$ cat config.mk
export PLATFORM = sky130hd
export DESIGN_NAME = gold_seq_gen
export DESIGN_NICKNAME = d
export VERILOG_FILES = /design/src/rtl/gold_seq_pkg.sv /design/src/rtl/gold_lfsr_word.sv /design/src/rtl/gold_jump.sv /design/src/rtl/gold_seq_ctrl.sv /design/src/rtl/gold_seq_gen.sv
export SDC_FILE = /design/constraint.sdc
export NUM_CORES = 2
export LEC_CHECK = 0
export ABC_CLOCK_PERIOD_IN_PS = 3400
export BUFFER_PORTS_ARGS = -buffer_cell sky130_fd_sc_hd__buf_2
export CAP_MARGIN = 0
export CORE_MARGIN = 2
export CORE_UTILIZATION = 46
export DETAILED_ROUTE_END_ITERATION = 8
export SYNTH_ARGS = -nofsm -noshare
export SYNTH_HDL_FRONTEND = slang
export SYNTH_SLANG_ARGS = --single-unit
$ cat constraint.sdc
create_clock -name clk_i -period 3.4 [get_ports clk_i]
set_input_delay 0.34 -clock clk_i [delete_from_list [all_inputs] [get_ports clk_i]]
set_output_delay 0.34 -clock clk_i [all_outputs]
set_load 0.1 [all_outputs]
$ cat src/rtl/gold_seq_pkg.sv
package gold_seq_pkg;
  localparam int unsigned RegLen = 31;
  localparam int unsigned WordW  = 32;
  // feedback taps: x(n+31) = XOR of x(n+t) for each set bit t
  localparam logic [RegLen-1:0] X1_TAPS = 31'h0000_0009;
  localparam logic [RegLen-1:0] X2_TAPS = 31'h0000_000F;
  localparam logic [RegLen-1:0] X1_SEED = 31'h0000_0001;

  typedef logic [RegLen-1:0] lfsr_t;
  typedef lfsr_t [RegLen-1:0] jmat_t; // row r: mask of old bits feeding new bit r

  typedef enum logic [1:0] {ST_IDLE, ST_JUMP, ST_RUN} gen_st_e;

  function automatic jmat_t step_mat(lfsr_t taps);
    jmat_t m;
    for (int r = 0; r < RegLen; r++) begin
      m[r] = '0;
      if (r < RegLen - 1) m[r][r+1] = 1'b1;
      else                m[r]      = taps;
    end
    return m;
  endfunction

  // product a*b: apply b first, then a
  function automatic jmat_t mat_mul(jmat_t a, jmat_t b);
    jmat_t p;
    for (int r = 0; r < RegLen; r++) begin
      lfsr_t acc;
      acc = '0;
      for (int c = 0; c < RegLen; c++)
        if (a[r][c]) acc = acc ^ b[c];
      p[r] = acc;
    end
    return p;
  endfunction

  function automatic jmat_t pow2_mat(lfsr_t taps, int unsigned k);
    jmat_t m;
    m = step_mat(taps);
    for (int unsigned i = 0; i < k; i++) m = mat_mul(m, m);
    return m;
  endfunction

  function automatic lfsr_t mat_vec(jmat_t m, lfsr_t s);
    lfsr_t v;
    for (int r = 0; r < RegLen; r++) v[r] = ^(m[r] & s);
    return v;
  endfunction
endpackage

$ cat src/rtl/gold_lfsr_word.sv
module gold_lfsr_word
  import gold_seq_pkg::*;
#(
  parameter lfsr_t TAPS = X1_TAPS
) (
  input  lfsr_t             state_i,
  output logic [WordW-1:0]  bits_o,
  output lfsr_t             next_o
);
  // window of 31 consecutive bits, bit 0 = current index
  always_comb begin
    lfsr_t w;
    w = state_i;
    for (int j = 0; j < WordW; j++) begin
      bits_o[j] = w[0];
      w = {^(w & TAPS), w[RegLen-1:1]};
    end
    next_o = w;
  end
endmodule

$ cat src/rtl/gold_jump.sv
module gold_jump
  import gold_seq_pkg::*;
#(
  parameter lfsr_t       TAPS = X1_TAPS,
  parameter int unsigned NJ   = 17,
  parameter int unsigned KW   = 5
) (
  input  lfsr_t          state_i,
  input  logic           en_i,
  input  logic [KW-1:0]  sel_i,
  output lfsr_t          state_o
);
  lfsr_t cand [NJ];

  for (genvar k = 0; k < NJ; k++) begin : g_pow
    localparam jmat_t JM = pow2_mat(TAPS, k);
    assign cand[k] = mat_vec(JM, state_i);
  end

  assign state_o = en_i ? cand[sel_i] : state_i;
endmodule

$ cat src/rtl/gold_seq_ctrl.sv
module gold_seq_ctrl
  import gold_seq_pkg::*;
#(
  parameter int unsigned ADV_W = 17,
  parameter int unsigned KW    = 5
) (
  input  logic              clk_i,
  input  logic              rst_ni,
  input  logic              start_i,
  input  logic              ready_i,
  input  logic [ADV_W-1:0]  adv_i,
  output logic              load_o,
  output logic              jump_en_o,
  output logic [KW-1:0]     jump_sel_o,
  output logic              step_o,
  output logic              valid_o
);
  localparam logic [KW-1:0] KLast = KW'(ADV_W - 1);

  gen_st_e          st_q;
  logic [KW-1:0]    k_q;
  logic [ADV_W-1:0] adv_q;

  always_ff @(posedge clk_i or negedge rst_ni) begin
    if (!rst_ni) begin
      st_q  <= ST_IDLE;
      k_q   <= '0;
      adv_q <= '0;
    end else if (start_i) begin
      st_q  <= ST_JUMP;
      k_q   <= '0;
      adv_q <= adv_i;
    end else if (st_q == ST_JUMP) begin
      k_q <= k_q + 1'b1;
      if (k_q == KLast) st_q <= ST_RUN;
    end
  end

  assign load_o     = start_i;
  assign jump_en_o  = (st_q == ST_JUMP) && adv_q[k_q] && !start_i;
  assign jump_sel_o = k_q;
  assign valid_o    = (st_q == ST_RUN);
  assign step_o     = (st_q == ST_RUN) && ready_i && !start_i;
endmodule

$ cat src/rtl/gold_seq_gen.sv
module gold_seq_gen
  import gold_seq_pkg::*;
#(
  parameter int unsigned SKIP_W  = 16,
  parameter int unsigned DISCARD = 1600
) (
  input  logic              clk_i,
  input  logic              rst_ni,
  input  logic              start_i,
  input  logic [30:0]       cinit_i,
  input  logic [SKIP_W-1:0] skip_i,
  input  logic              ready_i,
  output logic [31:0]       word_o,
  output logic              valid_o
);
  localparam int unsigned ADV_W = $clog2(DISCARD + (2 ** SKIP_W));
  localparam int unsigned KW    = (ADV_W > 1) ? $clog2(ADV_W) : 1;

  logic [ADV_W-1:0] adv_d;
  logic             load, jump_en, step, run;
  logic [KW-1:0]    jump_sel;
  lfsr_t            x1_q, x2_q, x1_jmp, x2_jmp, x1_nxt, x2_nxt;
  logic [WordW-1:0] w1, w2;

  assign adv_d = ADV_W'(DISCARD) + ADV_W'(skip_i);

  gold_seq_ctrl #(.ADV_W(ADV_W), .KW(KW)) u_ctrl (
    .clk_i(clk_i), .rst_ni(rst_ni), .start_i(start_i), .ready_i(ready_i),
    .adv_i(adv_d), .load_o(load), .jump_en_o(jump_en), .jump_sel_o(jump_sel),
    .step_o(step), .valid_o(run)
  );

  gold_jump #(.TAPS(X1_TAPS), .NJ(ADV_W), .KW(KW)) u_jump_x1 (
    .state_i(x1_q), .en_i(jump_en), .sel_i(jump_sel), .state_o(x1_jmp)
  );
  gold_jump #(.TAPS(X2_TAPS), .NJ(ADV_W), .KW(KW)) u_jump_x2 (
    .state_i(x2_q), .en_i(jump_en), .sel_i(jump_sel), .state_o(x2_jmp)
  );

  gold_lfsr_word #(.TAPS(X1_TAPS)) u_word_x1 (.state_i(x1_q), .bits_o(w1), .next_o(x1_nxt));
  gold_lfsr_word #(.TAPS(X2_TAPS)) u_word_x2 (.state_i(x2_q), .bits_o(w2), .next_o(x2_nxt));

  always_ff @(posedge clk_i or negedge rst_ni) begin
    if (!rst_ni) begin
      x1_q <= '0;
      x2_q <= '0;
    end else if (load) begin
      x1_q <= X1_SEED;
      x2_q <= cinit_i;
    end else if (jump_en) begin
      x1_q <= x1_jmp;
      x2_q <= x2_jmp;
    end else if (step) begin
      x1_q <= x1_nxt;
      x2_q <= x2_nxt;
    end
  end

  assign valid_o = run;
  assign word_o  = run ? (w1 ^ w2) : '0;
endmodule

# ---- Yosys cells after proc, flatten, opt, wreduce, memory -nomap -nowiden
# Index checks and enable logic that the tools add are counted.
dict set report totals {
  mem_count 0
  word_cells 857
  out_inout_bits 33
  romBits 0
  ramBits 0
  latchBits 0
  input_bits 51
  reg_bits 86
}
dict set report op_classes {
  mul 0
  shifts 0
  n_lt_le_gt_ge 2
  n_eq_ne 3
  n_reduce_logical 823
  muxes 20
  addsub 2
  n_bitwise 2
  div_mod_pow 0
}
# operator n
set op_table {}
lappend op_table {{31-bit XOR reduction} 814}
lappend op_table {{31-bit binary-select mux with 5-bit select} 2}
lappend op_table {{31-bit 2-to-1 mux} 10}
lappend op_table {{32-bit 2-to-1 mux} 1}
lappend op_table {{32-bit XOR} 1}
lappend op_table {{11-bit by 16-bit adder with 17-bit output (first input constant)} 1}
lappend op_table {{5-bit 2-to-1 mux} 2}
lappend op_table {{6-bit >= comparator (second input constant)} 1}
lappend op_table {{5-bit by 6-bit less-than comparator with 1-bit output (second input constant)} 1}
lappend op_table {{2-bit 2-to-1 mux} 3}
lappend op_table {{5-bit NOT with 6-bit output} 1}
lappend op_table {{5-bit by 1-bit adder with 5-bit output (second input constant)} 1}
lappend op_table {{1-bit binary-select mux with 5-bit select} 1}
lappend op_table {{5-bit == test (second input constant)} 1}
lappend op_table {{1-bit logical AND} 4}
lappend op_table {{2-bit nonzero test} 2}
lappend op_table {{3-bit nonzero test} 1}
lappend op_table {{2-bit by 1-bit == test with 1-bit output (second input constant)} 1}
lappend op_table {{2-bit == test (second input constant)} 1}
lappend op_table {{2-bit AND reduction} 1}
lappend op_table {{1-bit zero test} 1}
lappend op_table {{1-bit 2-to-1 mux} 1}

# ---- Logic depth before layout (Yosys ltp)
dict set report depth {
  word_depth 6
  depth_mapped 12
  depth_no_buf 9
}

# ---- Hierarchy
# A second synthesis with hierarchy kept.
dict set report hier_totals {
  cells_unflattened 3842
  area_unflattened_um2 32461.1
}
# mod cells_each seq_area_each_um2 instances area_each_um2
set by_module_without_submodules {}
lappend by_module_without_submodules {{gold_jump at u_jump_x2} 1850 0.0 1 16668.5}
lappend by_module_without_submodules {{gold_jump at u_jump_x1} 1352 0.0 1 9011.1}
lappend by_module_without_submodules {gold_seq_gen 393 1551.5 1 4095.2}
lappend by_module_without_submodules {gold_seq_ctrl 93 600.6 1 1159.9}
lappend by_module_without_submodules {{gold_lfsr_word at u_word_x2} 91 0.0 1 968.4}
lappend by_module_without_submodules {{gold_lfsr_word at u_word_x1} 63 0.0 1 558.0}

# ---- Least setup slack after synthesis
# Ideal clock, no wire load.
dict set report synth_timing {
  path_kind {flip-flop to output port}
  start {register x2_q[1]}
  end {output port word_o[31]}
  stages_incl_launch_ff 8
  arrival_ps 3061
  t_required_ps 3060
  path_slack_ps -1
  n_path_buf 3
  path_cell_list {dfrtp_1 -> buf_6 -> xor2_2 -> buf_4 -> xnor2_1 -> buf_4 -> nand2_1 -> a21oi_1}
}
dict set report synth_via {
  elab_chain_cells 3
}
# item line_no
set synth_lines {}
lappend synth_lines {{start: declaration} gold_seq_gen.sv:22} ;# lfsr_t x1_q, x2_q, x1_jmp, x2_jmp, x1_nxt, x2_nxt;
lappend synth_lines {{start signal: assignment} gold_seq_gen.sv:49} ;# x2_q <= cinit_i;
lappend synth_lines {{start signal: assignment} gold_seq_gen.sv:52} ;# x2_q <= x2_jmp;
lappend synth_lines {{start signal: assignment} gold_seq_gen.sv:55} ;# x2_q <= x2_nxt;
lappend synth_lines {{31-bit XOR reduction} gold_lfsr_word.sv:16} ;# w = {^(w & TAPS), w[RegLen-1:1]};
lappend synth_lines {{32-bit XOR} gold_seq_gen.sv:60} ;# assign word_o = run ? (w1 ^ w2) : '0;
lappend synth_lines {{32-bit 2-to-1 mux} gold_seq_gen.sv:60}
lappend synth_lines {{end: declaration} gold_seq_gen.sv:13} ;# output logic [31:0] word_o,
# Every way passes these cells.

# ---- Final worst setup path
dict set report layout_timing {
  start {register x2_q[21]}
  end {register x2_q[27]}
}
dict set report layout_via {
  elab_chain_cells 6
  elab_cells_between_ends 10
  classes_between {mux (5); reduce/logical (5)}
}
# item line_no
set layout_lines {}
lappend layout_lines {{31-bit XOR reduction} gold_seq_pkg.sv:46} ;# for (int r = 0; r < RegLen; r++) v[r] = ^(m[r] & s);
lappend layout_lines {{31-bit binary-select mux with 5-bit select (*)} gold_jump.sv:20} ;# assign state_o = en_i ? cand[sel_i] : state_i;
lappend layout_lines {{31-bit 2-to-1 mux (not written as such) (*) (2 in series)} gold_jump.sv:20}
lappend layout_lines {{31-bit 2-to-1 mux (*)} gold_seq_gen.sv:50} ;# end else if (jump_en) begin
lappend layout_lines {{31-bit 2-to-1 mux (*)} gold_seq_gen.sv:47} ;# end else if (load) begin
# Every way passes the cells marked *; elsewhere a longest branch is shown, timed or not. The select of a mux whose other input is x is not followed.
# A chain may end at the register's enable or synchronous reset.

==> results.cfg <==
[status]
outcome = finished with violations
violations = negative setup slack

[worst_setup_path]
max_stage_delay_ps = 830
cp_cell_sequence = buf_12 > xnor2_4 > xnor2_2 > buf_4 > xnor2_1 > xnor2_1 > a221oi_1 > a22oi_1 > a221oi_1
crit_path_top_delay_cell = dfrtp_2
critPathMaxFanout = 10
end_kind = flop
crit_arrival_ps = 3810
crit_type = flop to flop
critPathLaunchType = flop
cp_data_required_time_ps = 3710

[yosys]
ys.flop_type = dfrtp_1
synth_edf_count = 0
ys_seq_elements = 86
post_synth_main_area_contributors = xnor2_1 33%, xor2_1 8.4%, dfrtp_1 7.4%, mux4_2 6.8%, xnor3_1 4.4%
async_reset_ff_frac = 1.000
syn_area_mm2 = 0.02897
avgSynthCellArea_um2 = 8.146
synth_largest_area_cell = xnor2_1
synth_top_area_frac = 0.3256
syn_nets = 3610
yosysWarnings = 0
ys_seq_area_frac = 0.07429
synth_cell_types = 78
syn_inst = 3556

[finish]
nNetsFinal = 3868
area_growth_pct = 17.34
drive_gt1_frac = 0.2281
post-route-util = 0.5488
postLayoutCellArea_mm2 = 0.03399

[global_route]
grt_max_degree = 116
antenna_found_initial = 8
grt_usage = 0.5238
grt-ovfl-total = 0
grt_pass1_vias = 28430
grt_pass1_wl_um = 234600

[timing]
hold_viol = 0
worst_slack_ps = -98.03
period_share = 1.029
rsz0062_at_grt = false
max_slew_margin = 0.1543
min_period_ps = 3498
timing.final.max_slew_violations = 0
skew_ps = 17.48
fmax_ghz = 0.2859
tightest_slew_ps = 1260
setup_viol = 5

[drt]
dr.first_iter.drc_count = 5581
vias = 31390
post_drt_wl_per_cell_um = 36.95
drtAntennaViolNets = 0
via_per_inst = 6.733
drtPass1Iterations = 8
remaining_drc_errors = 0
drt-total-wl_um = 172300

[clock_network]
cts_tree = built
clkTransAtPathRegs_ps = 80
cts_root_buf = clkbuf_16
clk_latency_ps = 420
cts_htree_levels = 3
cts_buffer_depth = 2
numCtsBuffers = 9
cts_sinks = 86

[place]
io_buffers = 83
placed_area_mm2 = 0.03360
detailed_place_hpwl_um = 129900
pre_cts_ws_ps = 53.44
place.gp.congestion = 1.124

[floorplan]
pin_count = 84
die_x_um = 254.9
num_rows = 91
coreArea_mm2 = 0.06194
fp.dieH_um = 254.9
die_area_mm2 = 0.06500
initial_core_util = 0.4677

[min_path]
hold_class = input pin to flop

[job]
cap_viol_max_count = 0
routing by layer:
layer	share of wire	GRT usage	vias to the layer above
met4	0.075	0.3138	6
li1	-	-	12690
met2	0.37	0.6814	2891
met5	0.0012	0.01880	-
met1	0.39	0.7072	15140
met3	0.17	0.2184	668
Yosys cell counts, drive strengths merged, types with 12 or more instances:
cell type and count:
o211ai 42, a211o 17, nor2 265, mux4 87, xnor3 56, nand2 215, a221oi 32, xor2 289
clkbuf 152, mux2i 67, xnor2 1129, o32ai 16, nor3 40, dfrtp 86, inv 20, a31oi 29
a21oi 235, o311ai 12, nand3 30, o21ai 181, mux2 13, a2111oi 15, buf 240, a211oi 79
o22ai 29
area by class of cell:
class | instances | area, um2
Antenna cell | 7 | 17.52
Clock buffer | 9 | 225.2
Clock inverter | 7 | 71.32
Fill cell | 5986 | 27950
Inverter | 22 | 87.58
Multi-Input combinational cell | 3056 | 25130
Sequential cell | 86 | 2182
Tap cell | 837 | 1047
Timing Repair Buffer | 639 | 5225
per-stage QoR:
stage          hold slack [ps]  TNS [ps]  cells
2_1_floorplan            44.41         0   3556
3_3_place_gp             422.1         0   4637
3_5_place_dp             417.0         0   4637
4_1_cts                  120.0         0   4654
5_1_grt                  142.6         0   4656
6_report                 131.5    -177.2   4663
logic make-up (layout without fill, tap and decap cells):
family / Yosys count / in the layout / synth area share
xor+xnor: 1484 / 1484 / 0.5035
compound gates: 791 / 791 / 0.1745
simple gates: 611 / 611 / 0.08829
buf+inv: 414 / 677 / 0.06233
mux: 167 / 167 / 0.09584
flops: 86 / 86 / 0.07429
fa+ha+maj: 3 / 3 / 0.001296
other cells: 0 / 7 / 0
worst max-delay path, delay by kind of cell, from the launching register on:
family / cells / cell delay [ps]
buf+inv: 2 / 520
compound gates: 3 / 910
flops: 1 / 830
xor+xnor: 4 / 1120
cells in the final DEF, fill, tap and decap left out, types with 12 or more instances in the layout:
master     count
nor2_1       262
xnor2_2       44
a31oi_1       29
buf_12        50
o21ai_0      175
nand2_1      214
xnor3_1       56
inv_1         17
xor2_1       277
xnor2_1     1068
buf_4        508
buf_2         80
mux4_2        87
o32ai_1       16
xnor2_4       17
a221oi_1      32
a2111oi_0     15
o22ai_1       29
a211o_1       17
nand3_1       30
mux2_2        13
a211oi_1      79
dfrtp_2       12
o211ai_1      42
mux2i_1       67
nor3_1        39
a21oi_1      234
dfrtp_1       70
flip-flops by register name, indices dropped and copies added (netlist names):
| name | count |
|---|---|
| x1_q | 31 |
| x2_q | 31 |
| u_ctrl.adv_q | 17 |
| u_ctrl.jump_sel_o | 5 |
| u_ctrl.st_q | 2 |
repair_timing:
| action | CTS | global route |
|---|---|---|
| buffers inserted | 0 | 2 |
| endpoints found under the setup margin | 0 | 6 |
| hold buffers | 1 | 0 |
| hold endpoints to repair | 28 | 0 |
| gates resized for setup | 0 | 8 |
path summary, 6_finish.rpt:
path | cells past startpoint | end | startpoint | slack (ps)
max | 9 | x2_q[27] | x2_q[21] | -100
min | 2 | u_ctrl.adv_q[6] | skip_i[6] | 130
max reg2reg | 9 | x2_q[27] | x2_q[21] | -100
min reg2reg | 1 | u_ctrl.adv_q[3] | u_ctrl.adv_q[3] | 510
max in group asynchronous | 3 | x2_q[17] | rst_ni | 1960
min in group asynchronous | 2 | x1_q[19] | rst_ni | 550
Power is left out: the tool's default activity adds up to more than one toggle a clock period on the data nets, which glitch-free logic cannot reach.
